[config.mk]
export PLATFORM = sky130hd
export DESIGN_NAME = xbus_wr_seq
export DESIGN_NICKNAME = d
export VERILOG_FILES = /design/src/rtl/xbus_wr_pkg.sv /design/src/rtl/xbus_wait_sync.sv /design/src/rtl/xbus_phase_timer.sv /design/src/rtl/xbus_wr_ctrl.sv /design/src/rtl/xbus_wr_seq.sv
export SDC_FILE = /design/constraint.sdc
export NUM_CORES = 1
export LEC_CHECK = 0
export BUFFER_PORTS_ARGS = -buffer_cell sky130_fd_sc_hd__buf_2
export CAP_MARGIN = 20
export CELL_PAD_IN_SITES_DETAIL_PLACEMENT = 0
export CELL_PAD_IN_SITES_GLOBAL_PLACEMENT = 1
export CORE_MARGIN = 1
export CORE_UTILIZATION = 30
export CTS_CLUSTER_SIZE = 8
export DETAILED_ROUTE_END_ITERATION = 12
export MAX_ROUTING_LAYER = met4
export PLACE_DENSITY_LB_ADDON = 0.12
export RECOVER_POWER = 25
export SYNTH_ARGS = -nofsm -noshare
export SYNTH_HDL_FRONTEND = slang
export SYNTH_HIERARCHICAL = 1
export SYNTH_SLANG_ARGS = --single-unit
export TNS_END_PERCENT = 5
[constraint.sdc]
create_clock -name clk -period 5.9 [get_ports clk]
set_input_delay 0.59 -clock clk [delete_from_list [all_inputs] [get_ports clk]]
set_output_delay 0.59 -clock clk [all_outputs]
set_load 0.05 [all_outputs]
[src/rtl/xbus_wr_pkg.sv]
package xbus_wr_pkg;

   // Bus phases of one write cycle; TW is an inserted wait phase.
   typedef enum logic [2:0] {
      PH_IDLE = 3'd0,
      PH_T1   = 3'd1,
      PH_T2   = 3'd2,
      PH_TW   = 3'd3,
      PH_T3   = 3'd4
   } bus_phase_e;

   // Chip select is held in every active phase.
   function automatic logic phase_holds_cs(bus_phase_e p);
      return p != PH_IDLE;
   endfunction

   // Write and request strobes are held from the second phase onward.
   function automatic logic phase_holds_wr(bus_phase_e p);
      return (p == PH_T2) || (p == PH_TW) || (p == PH_T3);
   endfunction

endpackage

[src/rtl/xbus_wait_sync.sv]
module xbus_wait_sync #(
   parameter int STAGES    = 2,
   parameter bit RESET_VAL = 1'b1
) (
   input  logic clk,
   input  logic rst_n,
   input  logic d_async,
   output logic q_sync
);

   if (STAGES < 2) begin : g_bad_stages
      $error("xbus_wait_sync: STAGES must be at least 2");
   end

   logic [STAGES-1:0] chain_q;

   for (genvar i = 0; i < STAGES; i++) begin : g_stage
      if (i == 0) begin : g_first
         always_ff @(posedge clk or negedge rst_n) begin
            if (!rst_n) chain_q[0] <= RESET_VAL;
            else        chain_q[0] <= d_async;
         end
      end else begin : g_next
         always_ff @(posedge clk or negedge rst_n) begin
            if (!rst_n) chain_q[i] <= RESET_VAL;
            else        chain_q[i] <= chain_q[i-1];
         end
      end
   end

   assign q_sync = chain_q[STAGES-1];

endmodule

[src/rtl/xbus_phase_timer.sv]
module xbus_phase_timer #(
   parameter int LEN_W = 4
) (
   input  logic             clk,
   input  logic             rst_n,
   input  logic             load,
   input  logic [LEN_W-1:0] load_len,
   output logic             last
);

   logic [LEN_W-1:0] cnt_q;

   always_ff @(posedge clk or negedge rst_n) begin
      if (!rst_n)              cnt_q <= '0;
      else if (load)           cnt_q <= load_len - LEN_W'(1);
      else if (cnt_q != '0)    cnt_q <= cnt_q - LEN_W'(1);
   end

   assign last = (cnt_q == '0);

   // The length fed in must already be clamped to at least one.
   p_load_nonzero_r2 : assert property (@(posedge clk) disable iff (!rst_n)
      load |-> (load_len != '0));

   // A freshly loaded phase of length > 1 is not immediately at its end.
   p_long_phase_r2 : assert property (@(posedge clk) disable iff (!rst_n)
      (load && load_len > LEN_W'(1)) |=> !last);

endmodule

[src/rtl/xbus_wr_ctrl.sv]
module xbus_wr_ctrl
   import xbus_wr_pkg::*;
(
   input  logic clk,
   input  logic rst_n,
   input  logic start,
   input  logic is_io,
   input  logic phase_last,
   input  logic wait_ok,
   output logic timer_load,
   output logic idle,
   output logic cs_n,
   output logic wr_n,
   output logic mreq_n,
   output logic iorq_n,
   output logic done
);

   bus_phase_e state_q, state_d;
   logic       io_q, io_next;

   always_comb begin
      state_d    = state_q;
      timer_load = 1'b0;
      unique case (state_q)
         PH_IDLE: if (start) begin
            state_d    = PH_T1;
            timer_load = 1'b1;
         end
         PH_T1: if (phase_last) begin
            state_d    = PH_T2;
            timer_load = 1'b1;
         end
         PH_T2, PH_TW: if (phase_last) begin
            state_d    = wait_ok ? PH_T3 : PH_TW;
            timer_load = 1'b1;
         end
         PH_T3: if (phase_last) state_d = PH_IDLE;
         default: state_d = PH_IDLE;
      endcase
   end

   assign io_next = (start && state_q == PH_IDLE) ? is_io : io_q;
   assign idle    = (state_q == PH_IDLE);

   always_ff @(posedge clk or negedge rst_n) begin
      if (!rst_n) begin
         state_q <= PH_IDLE;
         io_q    <= 1'b0;
         cs_n    <= 1'b1;
         wr_n    <= 1'b1;
         mreq_n  <= 1'b1;
         iorq_n  <= 1'b1;
         done    <= 1'b0;
      end else begin
         state_q <= state_d;
         io_q    <= io_next;
         cs_n    <= !phase_holds_cs(state_d);
         wr_n    <= !phase_holds_wr(state_d);
         mreq_n  <= !(phase_holds_wr(state_d) && !io_next);
         iorq_n  <= !(phase_holds_wr(state_d) &&  io_next);
         done    <= (state_q == PH_T3) && phase_last;
      end
   end

   // Third phase leaves every strobe untouched.
   p_t3_quiet_r6 : assert property (@(posedge clk) disable iff (!rst_n)
      (state_q == PH_T3 && $past(state_q) == PH_T3)
         |-> $stable({cs_n, wr_n, mreq_n, iorq_n}));

   // Wait phases only follow the second phase or another wait phase.
   p_tw_entry_r5 : assert property (@(posedge clk) disable iff (!rst_n)
      (state_q == PH_TW && $past(state_q) != PH_TW) |-> $past(state_q) == PH_T2);

   // A wait phase is entered only when the synchronised line was low.
   p_tw_needs_wait_r5 : assert property (@(posedge clk) disable iff (!rst_n)
      ((state_q == PH_T2 || state_q == PH_TW) && phase_last && wait_ok)
         |=> state_q == PH_T3);

endmodule

[src/rtl/xbus_wr_seq.sv]
module xbus_wr_seq
   import xbus_wr_pkg::*;
#(
   parameter int ADDR_W      = 16,
   parameter int DATA_W      = 8,
   parameter int LEN_W       = 4,
   parameter int SYNC_STAGES = 2
) (
   input  logic              clk,
   input  logic              rst_n,
   input  logic              req_valid,
   output logic              req_ready,
   input  logic [ADDR_W-1:0] req_addr,
   input  logic [DATA_W-1:0] req_data,
   input  logic              req_is_io,
   input  logic [LEN_W-1:0]  phase_len,
   input  logic              wait_n,
   output logic [ADDR_W-1:0] bus_addr,
   output logic [DATA_W-1:0] bus_data,
   output logic              bus_cs_n,
   output logic              bus_wr_n,
   output logic              bus_mreq_n,
   output logic              bus_iorq_n,
   output logic              done
);

   localparam logic [LEN_W-1:0] LEN_ONE = LEN_W'(1);

   if (ADDR_W < 1 || DATA_W < 1) begin : g_bad_width
      $error("xbus_wr_seq: ADDR_W and DATA_W must be positive");
   end
   if (LEN_W < 1 || LEN_W > 8) begin : g_bad_len
      $error("xbus_wr_seq: LEN_W must be 1..8");
   end

   logic             idle, start, timer_load, phase_last, wait_ok;
   logic [LEN_W-1:0] len_eff, len_q, timer_len;
   logic [ADDR_W-1:0] addr_q;
   logic [DATA_W-1:0] data_q;

   assign start     = req_valid && idle;
   assign req_ready = idle;
   assign len_eff   = (phase_len == '0) ? LEN_ONE : phase_len;
   assign timer_len = start ? len_eff : len_q;

   always_ff @(posedge clk or negedge rst_n) begin
      if (!rst_n) begin
         len_q  <= LEN_ONE;
         addr_q <= '0;
         data_q <= '0;
      end else if (start) begin
         len_q  <= len_eff;
         addr_q <= req_addr;
         data_q <= req_data;
      end
   end

   assign bus_addr = addr_q;
   assign bus_data = data_q;

   xbus_wait_sync #(.STAGES(SYNC_STAGES), .RESET_VAL(1'b1)) u_sync (
      .clk     (clk),
      .rst_n   (rst_n),
      .d_async (wait_n),
      .q_sync  (wait_ok)
   );

   xbus_phase_timer #(.LEN_W(LEN_W)) u_timer (
      .clk      (clk),
      .rst_n    (rst_n),
      .load     (timer_load),
      .load_len (timer_len),
      .last     (phase_last)
   );

   xbus_wr_ctrl u_ctrl (
      .clk        (clk),
      .rst_n      (rst_n),
      .start      (start),
      .is_io      (req_is_io),
      .phase_last (phase_last),
      .wait_ok    (wait_ok),
      .timer_load (timer_load),
      .idle       (idle),
      .cs_n       (bus_cs_n),
      .wr_n       (bus_wr_n),
      .mreq_n     (bus_mreq_n),
      .iorq_n     (bus_iorq_n),
      .done       (done)
   );

   // Idle means no chip select on the bus.
   p_ready_bus_idle_r1 : assert property (@(posedge clk) disable iff (!rst_n)
      req_ready |-> bus_cs_n);

   // Write strobe only inside chip select.
   p_wr_in_cs_r4 : assert property (@(posedge clk) disable iff (!rst_n)
      !bus_wr_n |-> !bus_cs_n);

   // Never both request strobes at once.
   p_one_request_r4 : assert property (@(posedge clk) disable iff (!rst_n)
      !(!bus_mreq_n && !bus_iorq_n));

   // A request strobe always comes with the write strobe.
   p_req_with_wr_r4 : assert property (@(posedge clk) disable iff (!rst_n)
      (!bus_mreq_n || !bus_iorq_n) |-> !bus_wr_n);

   // Address and data frozen while selected.
   p_addr_stable_r8 : assert property (@(posedge clk) disable iff (!rst_n)
      (!bus_cs_n && $past(!bus_cs_n)) |-> ($stable(bus_addr) && $stable(bus_data)));

   // Completion pulse comes with every strobe released.
   p_done_released_r7 : assert property (@(posedge clk) disable iff (!rst_n)
      done |-> (bus_cs_n && bus_wr_n && bus_mreq_n && bus_iorq_n));

   // Completion pulse lasts one clock.
   p_done_single_r7 : assert property (@(posedge clk) disable iff (!rst_n)
      done |=> !done);

   // Completion pulse leaves the block ready.
   p_done_ready_r9 : assert property (@(posedge clk) disable iff (!rst_n)
      done |-> req_ready);

endmodule

## Word-level counts from Yosys, hierarchy flattened

Cells that the tools add are included.

| word-level totals | value |
|---|---|
| flip-flop bits (word level) | 43 |
| bits in latches | 0 |
| memory bits (writable) | 0 |
| ROM bits | 0 |
| output and inout bits | 30 |
| logic and storage cells | 56 |
| memories | 0 |

| cells by class | value |
|---|---|
| $add $sub $neg | 2 |
| multipliers | 0 |
| divide/modulo/power cells | 0 |
| magnitude comparators | 0 |
| eq/ne operators | 7 |
| shifts and indexed selects | 0 |
| mux-type cells | 14 |
| bitwise logic cells | 0 |
| reduce and logical (&&, ||, !) cells | 20 |

Operators with widths:

| operator | count |
|---|---|
| $mux 4 | 4 |
| $mux 3 | 5 |
| $eq 3x2->1 const B | 4 |
| $pmux 3 s4 | 1 |
| $logic_not 4->1 | 2 |
| $sub 4x1->4 const B | 2 |
| $eq 3x3->1 const B | 2 |
| $logic_and 1x1->1 | 5 |
| $logic_not 1->1 | 5 |
| $reduce_bool 4->1 | 1 |
| $eq 3x1->1 const B | 1 |
| $logic_not 3->1 | 1 |
| $mux 1 | 3 |
| $reduce_bool 3->1 | 1 |
| $reduce_or 3->1 | 1 |
| $logic_or 1x1->1 | 2 |
| $pmux 1 s2 | 1 |
| $reduce_bool 2->1 | 1 |
| $reduce_or 2->1 | 1 |

## Logic depth before layout (Yosys ltp)

Gate-level depths: netlist of the first run.

| depth | value |
|---|---|
| depth in word-level cells | 9 |
| mapped depth | 14 |

## Cells and area by module

The synthesis of the first run kept the hierarchy.

By module, submodules not included:

| module | times used | cells each | area each (um2) | seq. area each (um2) |
|---|---|---|---|---|
| xbus_wr_seq | 1 | 63 | 1092.3 | 701.9 |
| xbus_wr_ctrl | 1 | 37 | 436.7 | 230.2 |
| xbus_phase_timer | 1 | 21 | 242.7 | 100.1 |
| xbus_wait_sync | 1 | 2 | 52.6 | 52.6 |

## Least setup slack after synthesis of the first run

No wires, ideal clock.

| timing | value |
|---|---|
| path type | flip-flop to flip-flop |
| start | register u_ctrl.state_q[1] |
| end | register u_timer.cnt_q[2] |
| library setup time | 95 ps |
| data arrival time | 3374 ps |
| data required time | 5805 ps |
| path slack | 2431 ps |
| stages on the path, launching flop included | 15 |
| buffers on the path | 4 |
| period minus slack after synthesis | 3469 ps |
| cells stage by stage | dfrtp_1 -> buf_6 -> nor3_1 -> nand2_1 -> buf_6 -> buf_6 -> inv_1 -> nand2_1 -> a21oi_1 -> buf_2 -> mux2i_1 -> ha_1 -> xor2_1 -> nand2_1 -> o31ai_1 |

| between the ends | value |
|---|---|
| cells in the longest elaborated chain, start to end | 5 |
| elaborated cells between the ends (all ways) | 12 |
| those cells by class | add/sub: 1; eq/ne: 3; mux: 4; reduce/logical: 4 |

RTL lines:

| item | line | text |
|---|---|---|
| start, declared | xbus_wr_ctrl.sv:19 | `bus_phase_e state_q, state_d;` |
| start signal, assigned | xbus_wr_ctrl.sv:56 | `state_q <= state_d;` |
| $logic_not 3->1 (*) | xbus_wr_ctrl.sv:44 | `assign idle = (state_q == PH_IDLE);` |
| net req_ready | xbus_wr_seq.sv:12 | `output logic req_ready,` |
| $logic_and 1x1->1 (*) | xbus_wr_seq.sv:41 | `assign start = req_valid && idle;` |
| net start | xbus_wr_seq.sv:36 | `logic idle, start, timer_load, phase_last, wait_ok;` |
| $mux 1 (*) | xbus_wr_ctrl.sv:26 | `PH_IDLE: if (start) begin` |
| $pmux 1 s2 (*) | xbus_wr_ctrl.sv:25 | `unique case (state_q)` |
| net timer_load | xbus_wr_seq.sv:36 |  |
| $mux 4 or $reduce_bool 2->1 (tied branches) | -- |  |
| end signal, assigned | xbus_phase_timer.sv:15 | `else if (load) cnt_q <= load_len - LEN_W'(1);` |
| end signal, assigned | xbus_phase_timer.sv:16 | `else if (cnt_q != '0) cnt_q <= cnt_q - LEN_W'(1);` |
| end, declared | xbus_phase_timer.sv:11 | `logic [LEN_W-1:0] cnt_q;` |

Mark *: on every way through the listed nets, which the timed path passes. The rest lies on a longest branch.
A chain may end at the register's enable or synchronous reset.

## Worst setup path in the final report of the first run

| timing | value |
|---|---|
| start | register u_ctrl.state_q[1] |
| end | register u_timer.cnt_q[2] |

| between the ends | value |
|---|---|
| cells in the longest elaborated chain, start to end | 5 |
| elaborated cells between the ends (all ways) | 12 |
| those cells by class | add/sub: 1; eq/ne: 3; mux: 4; reduce/logical: 4 |

RTL lines:

| item | line |
|---|---|
| $logic_not 3->1 (*) | xbus_wr_ctrl.sv:44 |
| $logic_and 1x1->1 (*) | xbus_wr_seq.sv:41 |
| net start | xbus_wr_seq.sv:36 |
| $mux 1 (*) | xbus_wr_ctrl.sv:26 |
| $pmux 1 s2 (*) | xbus_wr_ctrl.sv:25 |
| net timer_load | xbus_wr_seq.sv:36 |
| $mux 4 or $reduce_bool 2->1 (tied branches) | -- |

Marked as above.

==> flow_summary.toml, run 1 <==
[routing]
postRouteAntennaNets = 0
wl_met3_um = 222
post_drt_wl_per_cell_um = 13.0
detail_route.first_pass.iterations = 2
detail_route.vias_per_cell = 4.38
detailroute.via_count = 1148
met1Wirelength_mm = 1.50
drt-initial-drc-count = 44
drc_errors = 0
wirelength_mm = 3.42
dr_wl_met2_mm = 1.64
maxUsedRoutingLayer = "met4"

[floorplan]
die_x_um = 80.0
std_cell_rows = 28
start_util = 0.310
fp.dieArea_sq_mm = 0.00640
core_area_sq_mm = 0.00589
die_y_um = 80.0
ios = 63

[grt]
number_of_antenna_violations_at_the_first_check_in_global_routing = 0
vias_in_the_first_global_route = 1213
overall_overflow_remaining_after_global_route = 0
grt_use_total = 0.125
grt_first_pass_wirelength_mm = 5.80
grt_max_degree = 44

[worst_setup_path]
critPathBufInv = 1
endpoint_arrival_time_on_the_critical_path_ns = 2.93
timing.critical_path.slowest_cell_delay_ns = 0.55
critical_path_required_ns = 6.10
timing_worst_setup_path_type = "register to register"
element_type_at_the_critical_path_end = "register"
worst_path_dominant_cell_family = "simple AND/OR/NAND/NOR gates"
worst-r2r-setup-slack_ns = 3.17
critical_path.most_common_cell = "nand2_1"
start_kind = "register"
crit_path_cell_trace = "nor3_1 -> nand2_1 -> inv_1 -> nand2_1 -> a21oi_1 -> mux2i_1 -> ha_1 -> xor2_1 -> nand2_1 -> o31ai_1"
max_stage_delay_cell_worst_path = "a21oi_1"
crit_path_max_fanout = 11

[synthesis]
synth_area_per_cell_sq_um = 14.8
ys_seq_elements = 43
synthDistinctLibCells = 31
synth.yosys.seq_area_share = 0.595
syn-instance-count = 123
netlist_area_sq_mm = 0.00182
yosys_warnings = 6
postSynthNetCount = 157

[finish]
post_route_cells_drive_above_1_share = 0.578
areaGrowthSynthToFinish_pct = 23.3
n_antenna_cell = 0
finish.net_count = 220
layout.cells.most_common = "buf_2"
commonest_cells_after_routing_fill_and_taps_aside = "buf_2 (61), dfrtp_1 (36), mux2_2 (19)"

[sta]
tmin_final_ns = 2.73
setup_viol_count_final = 0
max_freq_mhz = 366
rsz0062_at_grt = "no"
min_period_over_period = 0.463
tightestPinTransition_ns = 2.23
worst_clock_skew_ns = 0.00528
worst_case_headroom_to_the_max_slew_limit = -0.485
timing_max_transition_violations_final = 44
report.final.hold_viol_count = 0
fin_tns_setup_ns = 0

[flow_run]
drv.max_cap_violation_count = 1

[cts]
worst_skew_pair.late_latency_ns = 0.29
clkTransAtPathRegs_ns = 0.07
tritoncts_buffers = 5
post_cts.repair.setup_buffers = 0
hold_buffers = 0
htree_levels = 2
clock_tree_from_tritoncts = "built"
numClockSinks = 43
clockRootBuffer = "clkbuf_8"
cts_max_path_buffers = 2
cts_repair_resize_count = 0

[placement]
dpl_hpwl_mm = 2.42
routabilityCongestion = 0.681
io_port_bufs = 62

[status]
run_status = "complete, but fails checks"
failed_checks = "max-capacitance violations, max-slew violations"

[min_path]
hold_class = "register to register"
final cells by class:
type | instances | area [sq um]
Fill cell | 590 | 3640
Timing Repair Buffer | 63 | 317
Clock buffer | 8 | 80.1
Inverter | 2 | 7.51
Tap cell | 75 | 93.8
Multi-Input combinational cell | 71 | 666
Sequential cell | 43 | 1080
synth_stat cells, drive strengths merged:
cell type	number	area [sq um]
nor4b	1	23.8
nor2b	1	6.26
nand2b	3	18.8
o31a	1	8.76
ha	1	12.5
o21a	1	7.51
a21o	1	7.51
dfrtp	36	901
nor3	5	36.3
xor2	1	8.76
a21oi	3	15.0
or3	1	11.3
and3	1	6.26
or4b	1	13.8
nand3b	2	15.0
o31ai	1	7.51
xnor2	2	17.5
a31oi	1	6.26
o21ai	3	18.8
buf	7	66.3
inv	2	7.51
nor2	3	18.8
nand2	7	26.3
mux2i	3	30.0
dfstp	7	184
mux2	28	349
per-layer routing:
layer  global-route usage  vias to the layer above
met5                    -                        -
met4               0.0482                        0
met3               0.0400                        5
met2                0.197                       43
met1                0.148                      554
li1                     -                      546
metrics by stage:
stage	std cells	instance area, sq um	hold slack (ns)	util	setup WS, ns
after floorplan	123	1820	0.294	-	2.43
after CTS	262	2250	0.361	0.382	3.15
after global placement	254	2170	0.347	0.369	3.34
after global routing	262	2250	0.366	0.382	2.91
final	262	2250	0.359	0.382	3.17
after detailed placement	254	2170	0.350	0.369	3.15
worst paths after layout:
| check | from | end | cells after the start |
|---|---|---|---|
| hold reg to reg | u_sync/chain_q[0] | u_sync/q_sync | 0 |
| max in group asynchronous | rst_n | bus_addr[13] | 1 |
| setup reg to reg | u_ctrl/state_q[1] | u_timer/cnt_q[2] | 10 |
| min in group asynchronous | rst_n | u_ctrl/state_q[2] | 1 |
| hold / removal | u_sync/chain_q[0] | u_sync/q_sync | 0 |
| setup / recovery | u_ctrl/state_q[1] | u_timer/cnt_q[2] | 10 |
flip-flops by register name, summed over array words and instances, names as in the netlist:
signal,count
bus_addr,16
bus_data,8
len_q,4
u_timer/cnt_q,4
u_ctrl/state_q,3
u_ctrl/cs_n,1
u_ctrl/done,1
u_ctrl/io_q,1
u_ctrl/iorq_n,1
u_ctrl/mreq_n,1
u_ctrl/wr_n,1
u_sync/chain_q,1
u_sync/q_sync,1
logic make-up (layout without fill, tap and decap cells):
| logic type | Yosys count | count (layout) | share of synthesized area |
|---|---|---|---|
| buffers and inverters | 9 | 73 | 0.0405 |
| AO/OA/AOI/OAI | 11 | 11 | 0.0391 |
| adder cells (fa/ha/maj) | 1 | 1 | 0.00686 |
| XOR/XNOR | 3 | 3 | 0.0144 |
| AND/OR/NAND/NOR | 25 | 25 | 0.0967 |
| flip-flops | 43 | 43 | 0.595 |
| multiplexers | 31 | 31 | 0.208 |
Power of run 1 is not shown: default switching activity piles up to over one toggle a cycle in this logic, so the estimate is an artifact.
==> inputs of run 2 (changes only) <==
Settings changed: ABC_AREA set to 1.
Clock period 5.9 ns to 2.3 ns, I/O delays scaled along.
==> run 2 against run 1 <==
The run now ends clean. Largest cell class unchanged. Critical path type unchanged. Sequential share of layout area fell by 2.3 points. Critical endpoint unchanged. Clock-buffer cell count did not move. Non-clock buffer count rose by 6. Final area rose by 5.1%.
==> flow_summary.toml, run 2 <==
[routing]
detail_route.vias_per_cell = 4.16
dr_wl_met2_mm = 1.86
wirelength_mm = 3.82
drc_errors = 0
maxUsedRoutingLayer = "met4"
postRouteAntennaNets = 0
post_drt_wl_per_cell_um = 10.7
wl_met3_um = 219
met1Wirelength_mm = 1.70
detail_route.first_pass.iterations = 6
drt-initial-drc-count = 44
detailroute.via_count = 1482

[sta]
tmin_final_ns = 2.03
report.final.hold_viol_count = 0
timing_max_transition_violations_final = 0
hold_ws_ns = 0.0353
worst_clock_skew_ns = 0.00686
worst_case_headroom_to_the_max_slew_limit = 0.294
post-route-worst-setup-slack_ns = 0.273
rsz0062_at_grt = "no"
tightestPinTransition_ns = 1.06
setup_viol_count_final = 0
max_freq_mhz = 493
min_period_over_period = 0.881

[placement]
routabilityCongestion = 0.747
io_port_bufs = 62
dpl_hpwl_mm = 2.73
placement.cell_area_sq_mm = 0.00228
preCtsSetupSlack_ns = 0.112

[flow_run]
drv.max_cap_violation_count = 0

[floorplan]
start_util = 0.310
fp.dieArea_sq_mm = 0.00640
std_cell_rows = 28
die_x_um = 80.0
core_area_sq_mm = 0.00589
ios = 63
die_y_um = 80.0

[finish]
finalInstanceArea_sq_mm = 0.00236
finish.utilization = 0.402
n_antenna_cell = 0
finish.net_count = 314
post_route_cells_drive_above_1_share = 0.356
layout.cells.most_common = "nand2_1"
fill_cells = 623
largest_register_ff_count = 16
commonest_cells_after_routing_fill_and_taps_aside = "nand2_1 (97), buf_2 (62), dfrtp_1 (36)"
areaGrowthSynthToFinish_pct = 29.6

[grt]
grt_max_degree = 44
vias_in_the_first_global_route = 1486
grt_first_pass_wirelength_mm = 6.42
number_of_antenna_violations_at_the_first_check_in_global_routing = 0
overall_overflow_remaining_after_global_route = 0
grt_use_total = 0.136

[worst_setup_path]
crit_path_max_fanout = 12
element_type_at_the_critical_path_end = "register"
critical_path_required_ns = 2.51
worst-r2r-setup-slack_ns = 0.27
timing_worst_setup_path_type = "register to register"
endpoint_arrival_time_on_the_critical_path_ns = 2.24
worst_r2r_startpoint = "u_ctrl/state_q[0]"
worst_r2r_path_depth = 13
worstSetupStartpoint = "u_ctrl/state_q[0]"
start_kind = "register"

[cts]
worst_skew_pair.late_latency_ns = 0.29
htree_levels = 2
clockRootBuffer = "clkbuf_8"
clkTransAtPathRegs_ns = 0.07
cts_max_path_buffers = 2
numClockSinks = 43
clock_tree_from_tritoncts = "built"
tritoncts_buffers = 5
cts_repair_resize_count = 0

[synthesis]
postSynth.asyncResetShare = 1.00
yosys_warnings = 6
synth_flop_cell = "dfrtp_1"
synthDistinctLibCells = 25
postSynthNetCount = 243
synth_top_cells_by_count = "nand2_1 (98), dfrtp_1 (36), inv_1 (22)"
synth_enable_flop_cells = 0
netlist.area_leader.share = 0.494
yosys.cell_count.top_type = "nand2_1"
syn-instance-count = 209
netlist_area_sq_mm = 0.00182
synth_area_per_cell_sq_um = 8.73
netlist_top_cells_area = "dfrtp_1 (49%), nand2_1 (20%), dfstp_2 (10%), inv_1 (4.5%), nand3_1 (2.2%)"
area_leader_netlist = "dfrtp_1"
synth.yosys.seq_area_share = 0.595
ys_seq_elements = 43

[power_and_ir_drop]
netSwitchingFraction = 0.513
vdd_drop_max_v = 0.000547
power_leakage_nw = 1.34
cell_internal_pwr_mw = 1.93
cellPowerDensity_mw_per_mm2 = 1670
total_power_mw = 3.95
clkPwrFrac = 0.115
power.combinational.fraction = 0.564
sequentialPowerShare = 0.321
power.switching_mw = 2.03

[min_path]
hold_class = "primary input to register"
hold_path.startpoint = "wait_n"
worst_hold_path.num_cells = 1

[status]
run_status = "finished clean"
[run 2: cell count changes in the layout (fill, tap and decap cells not counted), moves of 4 or more]
cell / change
nand2_1: +90
inv_1: +19
mux2_2: -19
mux2_4: -9
nand3_1: +8
nand2_2: +5
buf_4: +4
nor2_1: +4
[run 2: layout make-up]
type / count / area, sq um / share of cell area
Inverter: 25 / 96.3 / 0.0408
Timing Repair Buffer: 69 / 363 / 0.154
Multi-Input combinational cell: 136 / 646 / 0.273
Clock buffer: 8 / 80.1 / 0.0339
Sequential cell: 43 / 1080 / 0.459
Tap cell: 75 / 93.8 / 0.0397
[run 2: layer usage]
layer / vias up / global-route usage
met5: - / -
met4: 0 / 0.0482
met3: 5 / 0.0400
met2: 42 / 0.232
met1: 669 / 0.150
li1: 766 / -
[run 2: worst paths after layout]
path / endpoint
worst max-delay path: u_timer/cnt_q[2]
worst min register to register: u_sync/q_sync
worst min-delay path: u_sync/chain_q[0]
max in group asynchronous: bus_addr[12]
worst max register to register: u_timer/cnt_q[2]
min in group asynchronous: bus_data[6]
[run 2: power groups by stage]
stage	sequential (mW)	combinational (mW)	clock, mW
finish	1.27	2.23	0.454
global route	1.32	2.47	0.512
CTS	1.27	2.26	0.484
detailed placement	1.29	2.25	0
global placement	1.28	2.25	0
floorplan	2.10	0.967	0
[run 2: repair_timing]
action	4_1_cts	5_1_grt
hold buffers	1	0
setup buffers	0	1
endpoints found under the hold margin	36	0
setup endpoints to repair	0	1
[run 2: cell families after synthesis]
group,count (synthesis),share of synthesized area
AOI/OAI and AO/OA,8,0.0267
adders and majority gates,1,0.00686
buffers and inverters,30,0.0782
DFF,43,0.595
and+or+nand+nor,127,0.294
[run 2: worst max-delay path, stage by stage (launching register included)]
cell      delay, ns
dfrtp_1        0.44
nor2_4         0.12
inv_2          0.06
nor2_4         0.12
nand2_4        0.07
inv_4          0.12
nand3_4        0.13
o31ai_4        0.12
inv_2          0.11
nand2_1        0.10
nand2_2        0.10
ha_4           0.17
or2_0          0.19
a21boi_1       0.12
[run 2: per-stage QoR]
stage               setup TNS, ns  cells
floorplan                 -0.0558    209
global placement                0    346
detailed placement              0    346
CTS                             0    355
global route                    0    356
finish                          0    356
Power figures use the tool's default switching activity.
==> inputs of run 3 (changes only) <==
Settings changed: ABC_AREA 1 to unset.
==> run 3 against run 2 <==
First-iteration DRC count increased by 130%. Final area increased by 0.26%. Global-route usage decreased by 1.4 points. Core utilization increased by 0.11 points.
==> flow_summary.toml, run 3 (synthesis results as in run 1) <==
[finish]
layout.cells.most_common = "buf_2"
n_antenna_cell = 0
largest_register_ff_count = 16
commonest_cells_after_routing_fill_and_taps_aside = "buf_2 (61), dfrtp_1 (36), mux2_2 (19)"
post_route_cells_drive_above_1_share = 0.638
areaGrowthSynthToFinish_pct = 29.9
finalInstanceArea_sq_mm = 0.00237
finish.net_count = 229

[placement]
io_port_bufs = 62
placement.cell_area_sq_mm = 0.00223
routabilityCongestion = 0.724
dpl_hpwl_mm = 2.57

[routing]
dr_wl_met2_mm = 1.78
postRouteAntennaNets = 0
met1Wirelength_mm = 1.54
detailroute.via_count = 1208
drc_errors = 0
maxUsedRoutingLayer = "met4"
wirelength_mm = 3.58
detail_route.first_pass.iterations = 3
wl_met3_um = 196
drt-initial-drc-count = 102
detail_route.vias_per_cell = 4.46
post_drt_wl_per_cell_um = 13.2

[floorplan]
fp.dieArea_sq_mm = 0.00640
start_util = 0.310
std_cell_rows = 28
die_x_um = 80.0
die_y_um = 80.0
ios = 63
core_area_sq_mm = 0.00589

[grt]
number_of_antenna_violations_at_the_first_check_in_global_routing = 0
vias_in_the_first_global_route = 1184
grt_max_degree = 44
grt_use_total = 0.122
grt_first_pass_wirelength_mm = 5.63
overall_overflow_remaining_after_global_route = 0

[worst_setup_path]
endpoint_arrival_time_on_the_critical_path_ns = 2.40
worst-r2r-setup-slack_ns = 0.1
cp_depth = 9
worst_path_dominant_cell_family = "simple AND/OR/NAND/NOR gates"
worst_r2r_path_depth = 9
crit_path_max_fanout = 7
crit_path_cell_trace = "or3_4 -> nor2_4 -> o21ai_2 -> a21oi_2 -> mux2i_1 -> ha_2 -> xor2_1 -> nand2_1 -> o31ai_1"
worstSetupStartpoint = "u_timer/cnt_q[0]"
timing.critical_path.slowest_cell_delay_ns = 0.41
worst_r2r_startpoint = "u_timer/cnt_q[0]"
start_kind = "register"
endpoint = "u_timer/cnt_q[2]"
timing_worst_setup_path_type = "register to register"
element_type_at_the_critical_path_end = "register"
max_stage_delay_cell_worst_path = "dfrtp_1"
critical_path_required_ns = 2.50
timing.rr.end = "u_timer/cnt_q[2]"
critPathBufInv = 0

[sta]
rsz0062_at_grt = "yes"
report.final.hold_viol_count = 0
timing_max_transition_violations_final = 0
max_freq_mhz = 454
tmin_final_ns = 2.20
min_period_over_period = 0.958
tightestPinTransition_ns = 1.05
worst_clock_skew_ns = 0.00637
worst_case_headroom_to_the_max_slew_limit = 0.299
setup_viol_count_final = 0
hold_ws_ns = 0.0304

[cts]
clockRootBuffer = "clkbuf_8"
tritoncts_buffers = 5
hold_buffers = 0
clock_tree_from_tritoncts = "built"
worst_skew_pair.late_latency_ns = 0.29
cts_max_path_buffers = 2
clkTransAtPathRegs_ns = 0.08
htree_levels = 2
numClockSinks = 43

[status]
run_status = "finished clean"

[min_path]
hold_class = "primary input to register"
worst_hold_path.num_cells = 1

[flow_run]
drv.max_cap_violation_count = 0
-- run 3: cell types whose count changed in the layout (fill, tap and decap cells not counted), moves of 3 or more --
cell      delta
o21ai_1      -3
inv_2        -3
mux2_2      +19
nor2_1       -4
nand3_1      -8
nand2_1     -91
inv_1       -20
mux2_4       +9
mux2i_1      +3
buf_4        +5
nand2b_1     +3
nand2_2      -4
-- run 3: metal layers --
metal,up-vias,global-route usage
met4,0,0.0536
met2,40,0.186
li1,570,-
met3,9,0.0354
met5,-,-
met1,589,0.149
-- run 3: worst min-delay path by stage --
stage / from / slack, ns / end
2_1_floorplan: rst_n / -0.07 / bus_addr[0]
3_3_place_gp: wait_n / 0.33 / u_sync/chain_q[0]
3_5_place_dp: wait_n / 0.34 / u_sync/chain_q[0]
4_1_cts: wait_n / 0.02 / u_sync/chain_q[0]
5_1_grt: wait_n / 0.02 / u_sync/chain_q[0]
6_report: wait_n / 0.03 / u_sync/chain_q[0]
-- run 3: per-stage QoR --
stage	TNS, ns	setup slack [ns]	util	std cells
after floorplan	-0.547	-0.312	-	123
after global routing	-0.0749	-0.0749	0.403	271
after global placement	0	0.112	0.378	259
after detailed placement	-0.0286	-0.0286	0.378	259
final	0	0.0966	0.403	271
after CTS	0	0.00721	0.397	267
-- run 3: repair_timing --
item / CTS / global route
resized for setup: 1 / 2
pin swaps: 0 / 6
endpoints found under the setup margin: 1 / 1
setup buffers: 0 / 4
-- run 3: final cells by class --
type	instances	area [sq um]
Clock buffer	7	76.3
Tap cell	75	93.8
Clock inverter	1	30.0
Fill cell	607	3520
Inverter	2	10.0
Multi-Input combinational cell	71	689
Sequential cell	43	1080
Timing Repair Buffer	72	385
Power of run 3 is left out for the same reason.
